[config.mk]
export PLATFORM = sky130hd
export DESIGN_NAME = dual_reload_timer
export DESIGN_NICKNAME = d
export VERILOG_FILES = /design/src/rtl/dual_reload_timer.sv
export SDC_FILE = /design/constraint.sdc
export NUM_CORES = 1
export LEC_CHECK = 0
export BUFFER_PORTS_ARGS = -buffer_cell sky130_fd_sc_hd__clkbuf_2
export CORE_MARGIN = 5
export CORE_UTILIZATION = 45
export CTS_CLUSTER_DIAMETER = 80
export DETAILED_ROUTE_END_ITERATION = 10
export PLACE_DENSITY_LB_ADDON = 0.05
export REMOVE_ABC_BUFFERS = 1
export SLEW_MARGIN = 40
export SYNTH_ARGS = -nofsm -noshare
export SYNTH_HDL_FRONTEND = slang
export SYNTH_SLANG_ARGS = --single-unit
export TNS_END_PERCENT = 50
[constraint.sdc]
create_clock -name clk -period 4.1 [get_ports clk]
set_clock_uncertainty 0.1 [all_clocks]
set_input_delay 0.82 -clock clk [delete_from_list [all_inputs] [get_ports clk]]
set_output_delay 0.82 -clock clk [all_outputs]
set_load 0.02 [all_outputs]
[src/rtl/dual_reload_timer.sv]
module dual_reload_timer #(
  parameter int CNT_W  = 32,
  parameter int ADDR_W = 8
) (
  input  logic              clk,
  input  logic              rst_n,
  input  logic [ADDR_W-1:0] addr,
  input  logic              wr_en,
  input  logic [CNT_W-1:0]  wdata,
  output logic [CNT_W-1:0]  rdata,
  output logic              irq0,
  output logic              irq1
);
  localparam int NT = 2;
  localparam int CW = 2 * NT;
  localparam logic [ADDR_W-1:0] A_CTRL = ADDR_W'('h00);
  localparam logic [ADDR_W-1:0] A_STAT = ADDR_W'('h04);
  localparam logic [ADDR_W-1:0] A_BASE = ADDR_W'('h10);

  logic [CW-1:0]           ctrl_q;
  logic [NT-1:0]           irq_q;
  logic [NT-1:0][CNT_W-1:0] cnt_q;
  logic [NT-1:0][CNT_W-1:0] rld_q;
  logic [NT-1:0]           wr_val, wr_rld, expire, stop;

  wire wr_ctrl = wr_en && addr == A_CTRL;
  wire wr_stat = wr_en && addr == A_STAT;

  for (genvar t = 0; t < NT; t++) begin : g_tmr
    localparam logic [ADDR_W-1:0] A_RLD = A_BASE + ADDR_W'(8 * t);
    localparam logic [ADDR_W-1:0] A_VAL = A_RLD + ADDR_W'(4);
    assign wr_rld[t] = wr_en && addr == A_RLD;
    assign wr_val[t] = wr_en && addr == A_VAL;
    assign expire[t] = ctrl_q[2*t] && cnt_q[t] == '0 && !wr_val[t];
    assign stop[t]   = expire[t] && !ctrl_q[2*t+1];
  end

  always_ff @(posedge clk) begin
    if (!rst_n) begin
      cnt_q <= '0;
      rld_q <= '0;
    end else begin
      for (int t = 0; t < NT; t++) begin
        if (wr_rld[t]) rld_q[t] <= wdata;
        if (wr_val[t])
          cnt_q[t] <= wdata;
        else if (expire[t])
          cnt_q[t] <= ctrl_q[2*t+1] ? rld_q[t] : '0;
        else if (ctrl_q[2*t])
          cnt_q[t] <= cnt_q[t] - 1'b1;
      end
    end
  end

  logic [CW-1:0] stop_mask;
  always_comb begin
    stop_mask = '0;
    for (int t = 0; t < NT; t++) stop_mask[2*t] = stop[t];
  end

  always_ff @(posedge clk) begin
    if (!rst_n) begin
      ctrl_q <= '0;
      irq_q  <= '0;
    end else begin
      ctrl_q <= wr_ctrl ? wdata[CW-1:0] : (ctrl_q & ~stop_mask);
      irq_q  <= (irq_q & ~(wr_stat ? wdata[NT-1:0] : '0)) | expire;
    end
  end

  always_comb begin
    rdata = '0;
    if (addr == A_CTRL) rdata[CW-1:0] = ctrl_q;
    else if (addr == A_STAT) rdata[NT-1:0] = irq_q;
    else
      for (int t = 0; t < NT; t++) begin
        if (addr == A_BASE + ADDR_W'(8 * t))     rdata = rld_q[t];
        if (addr == A_BASE + ADDR_W'(8 * t + 4)) rdata = cnt_q[t];
      end
  end

  assign irq0 = irq_q[0];
  assign irq1 = irq_q[1];
endmodule

==> results of run 1 <==
[sequential cells by signal (all words and copies together), names as in the netlist]
name    flops
irq_q       2
cnt_q      64
ctrl_q      4
rld_q      64
[kinds of logic after synthesis]
family / Yosys count
adders and majority gates: 2
xor gates and xnor gates: 43
muxes: 6
and+or+nand+nor: 509
DFF: 134
AOI/OAI and AO/OA: 295
buffers and inverters: 105
[Yosys cell counts (2+ instances only)]
cell type	instances	area [µm²]
a221oi_1	8	70.1
o21ai_0	38	190
a222oi_1	28	280
inv_1	10	37.5
buf_2	5	25.0
o31a_1	2	17.5
nor4_1	24	150
mux2i_1	6	60.1
nand3b_1	5	37.5
xor2_1	21	184
nor3_1	40	200
and2_1	5	31.3
or4b_1	2	20.0
nor2_1	53	199
nand2b_1	6	37.5
o221ai_1	3	26.3
o2bb2ai_1	2	17.5
o31ai_1	4	30.0
and4_1	3	26.3
a22oi_1	10	75.1
nor4b_1	3	26.3
or2_2	3	18.8
o211ai_1	24	180
or3_1	44	275
dfxtp_1	134	2680
and3_1	8	50.1
a21oi_1	132	661
a211oi_1	9	67.6
xnor2_1	22	193
nand4_1	10	62.6
or4_1	11	82.6
nand3_1	26	130
clkbuf_1	88	330
nor3b_1	3	22.5
nand2_1	252	946
or4b_2	3	30.0
a311oi_1	9	78.8
a21o_1	2	15.0
a31oi_1	11	68.8
nand4b_1	3	26.3
ha_1	2	25.0
o41ai_1	3	26.3
[per-stage QoR]
| stage | std cells | cell area, µm² |
|---|---|---|
| floorplan | 999 | 7500 |
| global placement | 1335 | 8470 |
| detailed placement | 1335 | 8470 |
| global route | 1367 | 9070 |
| finish | 1367 | 9070 |
| CTS | 1367 | 9070 |
[placed cells by master (no fill, tap or decap), drive strengths merged, types with 28 or more instances in the layout]
| cell type | synthesis | final |
|---|---|---|
| or3 | 44 | 44 |
| nor3 | 40 | 40 |
| nand2 | 252 | 252 |
| a222oi | 28 | 28 |
| o21ai | 38 | 38 |
| dfxtp | 134 | 134 |
| clkbuf | 88 | 95 |
| nor2 | 54 | 54 |
| a21oi | 132 | 132 |
| buf | 7 | 35 |
[final timing paths]
kind	end	from
min reg2reg	rld_q[58]$_SDFFE_PN0P_	rld_q[58]$_SDFFE_PN0P_
max reg2reg	cnt_q[47]$_SDFFE_PN0P_	cnt_q[33]$_SDFFE_PN0P_
max	rdata[5]	addr[5]
min	rld_q[58]$_SDFFE_PN0P_	rld_q[58]$_SDFFE_PN0P_
[worst max-delay path, cell delays in order]
cell	delay, ns
clkbuf_2	0.09
or4b_2	0.79
nor2_2	0.45
buf_4	0.29
a222oi_1	0.13
nand2_1	0.09
clkbuf_2	0.16
[routing by layer]
| layer | share of wire | up-vias |
|---|---|---|
| li1 | - | 4063 |
| met1 | 0.43 | 4131 |
| met2 | 0.43 | 576 |
| met3 | 0.11 | 69 |
| met4 | 0.021 | 0 |
| met5 | 0 | - |
[cell type report]
class,count,area share
timing repair buffer,111,0.0736
multi-input combinational,855,0.529
tap,225,0.0310
inverter,10,0.00428
clock buffer,19,0.0499
clock inverter,13,0.0163
sequential,134,0.296
[where the power goes]
group          total [mW]  leakage [nW]  switching (mW)  internal, mW
combinational       0.168          2.19           0.112        0.0554
clock                1.58         0.283           0.645         0.934
sequential           1.31          1.08         0.00501          1.30
total                3.06          3.55           0.762          2.29
==> flow_metrics.env, run 1 <==
export IMPL_status="completed"
export IMPL_yosys_area_share_simple=0.309
export IMPL_reg2reg_slack_ns=0.59
export IMPL_r2r_cells=9
export IMPL_setup_violations=0
export IMPL_rows=48
export IMPL_seq_area_frac_synth=0.341
export IMPL_globalplace_congestion=0.926
export IMPL_tightest_slew_ns=0.903
export IMPL_cp_arrival_ns=2.82
export IMPL_path_clk_slew_ns=0.06
export IMPL_avgSynthCellArea_um2=7.19
export IMPL_cp_end_kind="primary output"
export IMPL_whs_path_depth=2
export IMPL_multi_input_area_um2=4800
export IMPL_clkSinkCount=134
export IMPL_cap_viol_max_count=0
export IMPL_period_needed_ns=3.74
export IMPL_io_buffers=76
export IMPL_relSlewSlack=0.390
export IMPL_dr_total_vias=8839
export IMPL_hold_ws_ns=0.375
export IMPL_power_mw=3.06
export IMPL_hpwlAfterDp_um=21500
export IMPL_ff_latch_area_um2=2680
export IMPL_yosys_area_share_adder=0.00318
export IMPL_start_kind="primary input"
export IMPL_ctsLongestPathBuffers=2
export IMPL_cts_tree="built"
export IMPL_synth_yosys_warnings=0
export IMPL_use_met2=0.475
export IMPL_syn_area_um2=7870
export IMPL_cp_required_ns=3.18
export IMPL_wire_per_inst_um=23.7
export IMPL_power_per_cell_area_nw_per_um2=337
export IMPL_grt_pass1_vias=8150
export IMPL_post_route_period_util=0.913
export IMPL_drt_iter0_drc=1302
export IMPL_hp_class="register to register"
export IMPL_die_h_um=142
export IMPL_irDropWorstVdd_mv=0.287
export IMPL_drv_slew=0
export IMPL_synth_xor_area_frac=0.0478
export IMPL_netlist_cell_type_count=59
export IMPL_die_area_um2=20200
export IMPL_hold_viol=0
export IMPL_core_um2=17200
export IMPL_fin_setup_tns_ns=0
export IMPL_initial_core_util=0.457
export IMPL_cts_hold_buffers_added=0
export IMPL_p_leak_nw=3.55
export IMPL_max_freq_mhz=267
export IMPL_grt_use_total=0.321
export IMPL_drive_above_1_share=0.140
export IMPL_clk_latency_ns=0.43
export IMPL_vias_per_cell=6.47
export IMPL_drc=0
export IMPL_place_ws_ns=0.401
export IMPL_htreeDepth=4
export IMPL_synth_compound_area_frac=0.240
export IMPL_die_x_um=142
export IMPL_use_met1=0.465
export IMPL_rsz0062_at_grt="no"
export IMPL_synth_async_reset_ratio=0
export IMPL_grt_max_degree=71
export IMPL_nFillCells=1707
export IMPL_syn2layout_area_growth_pct=15.3
export IMPL_grt_util_met3=0.0722
export IMPL_numCtsBuffers=17
export IMPL_synth_top_family_by_area="simple AND/OR/NAND/NOR gates"
export IMPL_ys_seq_elements=134
export IMPL_wl_um=32400
export IMPL_crit_fanout=10
export IMPL_final_util=0.526
export IMPL_crit_type="primary input to primary output"
export IMPL_cts_root_buffer="clkbuf_16"
export IMPL_synth_edf_count=0
export IMPL_antenna_found_initial=0
export IMPL_netlist_instances=1094
export IMPL_ant_nets=0
export IMPL_antenna_cells=0
export IMPL_cts_repair_resized=0
export IMPL_grt_overflow=0
export IMPL_setup_ws_ns=0.355
export IMPL_synthMuxAreaShare=0.00763
export IMPL_nets=1174
export IMPL_postCtsSetupRepairBufs=0
export IMPL_pin_count=77
export IMPL_first_pass_iters=10
export IMPL_grt_pass1_wl_um=49800
export IMPL_synth_flop_cell="dfxtp_1"
export IMPL_grt_busiest_layer="met2"
Note: power is estimated with default switching activity, not from simulation.
==> run 2: changes to the inputs <==
--- a/constraint.sdc
+++ b/constraint.sdc
@@ -4,2 +4,2 @@
 set_output_delay 0.82 -clock clk [all_outputs]
-set_load 0.02 [all_outputs]
+set_load 0.1 [all_outputs]
==> run 2 against run 1 <==
Compared with the run above: cell count is the same; register-to-register slack lost 0.09 ns; first-iteration DRC count is 1.3% lower; combinational power hardly changed; critical path depth unchanged; worst setup slack better by 0.094 ns; non-clock buffer count rose by 6.
==> flow_metrics.env, run 2 (same netlist as run 1, synthesis figures left out) <==
export IMPL_status="completed"
export IMPL_place_inst=1340
export IMPL_final_area_um2=9510
export IMPL_pwr_share_seq=0.449
export IMPL_cp_required_ns=3.18
export IMPL_clockPowerShare=0.492
export IMPL_io_buffers=76
export IMPL_drive_above_1_share=0.140
export IMPL_cts_hold_buffers_added=0
export IMPL_hp_class="register to register"
export IMPL_globalplace_congestion=0.957
export IMPL_layoutNonFillerInstCount=1367
export IMPL_place_ws_ns=0.482
export IMPL_hold_viol=0
export IMPL_nFillCells=1649
export IMPL_setup_ws_ns=0.450
export IMPL_cts_tree="built"
export IMPL_power_internal_mw=2.23
export IMPL_ctsLongestPathBuffers=2
export IMPL_irDropWorstVdd_mv=0.307
export IMPL_first_pass_iters=6
export IMPL_tightest_slew_ns=0.896
export IMPL_p_leak_nw=3.66
export IMPL_path_clk_slew_ns=0.05
export IMPL_drt_iter0_drc=1285
export IMPL_start_kind="primary input"
export IMPL_power_per_cell_area_nw_per_um2=307
export IMPL_antenna_found_initial=0
export IMPL_crit_type="primary input to primary output"
export IMPL_ant_nets=0
export IMPL_p_switching_mw=0.682
export IMPL_numCtsBuffers=17
export IMPL_max_freq_mhz=274
export IMPL_drc=0
export IMPL_core_um2=17200
export IMPL_drv_slew=0
export IMPL_rows=48
export IMPL_cp_end_kind="primary output"
export IMPL_postCtsSetupRepairBufs=0
export IMPL_crit_fanout=21
export IMPL_post_route_period_util=0.890
export IMPL_rsz0062_at_grt="no"
export IMPL_wire_per_inst_um=23.5
export IMPL_initial_core_util=0.457
export IMPL_grt_overflow=0
export IMPL_period_needed_ns=3.65
export IMPL_grt_use_total=0.316
export IMPL_reg_largest_list="cnt_q (64), rld_q (64), ctrl_q (4)"
export IMPL_grt_pass1_vias=8122
export IMPL_swShare=0.234
export IMPL_power_mw=2.92
export IMPL_hold_ws_ns=0.374
export IMPL_setup_violations=0
export IMPL_fin_setup_tns_ns=0
export IMPL_relSlewSlack=0.402
export IMPL_cts_root_buffer="clkbuf_16"
export IMPL_grt_pass1_wl_um=49100
export IMPL_final_common_cell="nand2_1"
export IMPL_cap_viol_max_count=0
export IMPL_final_cell_mix="nand2_1, dfxtp_1, a21oi_1"
export IMPL_hpwlAfterDp_um=21300
export IMPL_die_x_um=142
export IMPL_die_area_um2=20200
export IMPL_antenna_cells=0
export IMPL_final_util=0.552
export IMPL_vias_per_cell=6.45
export IMPL_cts_repair_resized=0
export IMPL_htreeDepth=4
export IMPL_syn2layout_area_growth_pct=20.8
export IMPL_placed_area_um2=8970
export IMPL_nets=1180
export IMPL_wl_um=32200
export IMPL_die_h_um=142
export IMPL_combPwrFrac=0.058
export IMPL_pin_count=77
export IMPL_clkSinkCount=134
export IMPL_clk_latency_ns=0.42
export IMPL_grt_max_degree=43
export IMPL_cp_arrival_ns=2.73
export IMPL_dr_total_vias=8815
## run 2: cell types whose count changed in the layout (fill, tap and decap cells not counted)
cell / before / now
buf_12: 2 / 32
buf_4: 33 / 41
bufinv_16: 2 / 1
clkbuf_2: 76 / 44
clkbuf_8: 2 / 4
clkinv_2: 2 / 4
clkinv_4: 3 / 0
clkinvlp_4: 4 / 1
inv_6: 3 / 0
nor2_2: 3 / 2
nor2_4: 0 / 1
## run 2: layout make-up
cell class,count,area (µm²),area share
clock buffer,21,480,0.0505
timing repair buffer,117,1170,0.123
inverter,10,38.8,0.00408
tap,225,282,0.0296
sequential,134,2680,0.282
multi-input combinational,855,4810,0.505
clock inverter,5,52.6,0.00553
## run 2: routing by layer
| layer | share of wire | track usage | up-vias | wire, µm |
|---|---|---|---|---|
| met5 | 0 | 0 | - | 0 |
| met4 | 0.031 | 0.117 | 0 | 986 |
| met3 | 0.11 | 0.0669 | 78 | 3510 |
| met2 | 0.43 | 0.458 | 544 | 13800 |
| met1 | 0.43 | 0.461 | 4126 | 13900 |
| li1 | - | - | 4067 | - |
## run 2: worst paths after layout
path	from	endpoint	slack, ns	depth (start not counted)
min reg2reg	rld_q[41]$_SDFFE_PN0P_	rld_q[41]$_SDFFE_PN0P_	0.37	2
max reg2reg	cnt_q[33]$_SDFFE_PN0P_	cnt_q[47]$_SDFFE_PN0P_	0.50	8
min	rld_q[41]$_SDFFE_PN0P_	rld_q[41]$_SDFFE_PN0P_	0.37	2
max	addr[5]	rdata[18]	0.45	7
## run 2: power by group through the flow
| stage | Combinational (mW) | Clock [mW] | Sequential [mW] |
|---|---|---|---|
| after floorplan | 0.0795 | 0 | 1.34 |
| after global placement | 0.164 | 0 | 1.34 |
| after detailed placement | 0.164 | 0 | 1.34 |
| after CTS | 0.165 | 1.45 | 1.31 |
| after global routing | 0.182 | 1.51 | 1.31 |
| final | 0.170 | 1.44 | 1.31 |
## run 2: critical path, stage by stage
cell	delay [ns]
clkbuf_2	0.09
or4b_2	0.80
nor2_2	0.18
buf_4	0.30
a222oi_1	0.15
nand2_1	0.18
buf_12	0.20
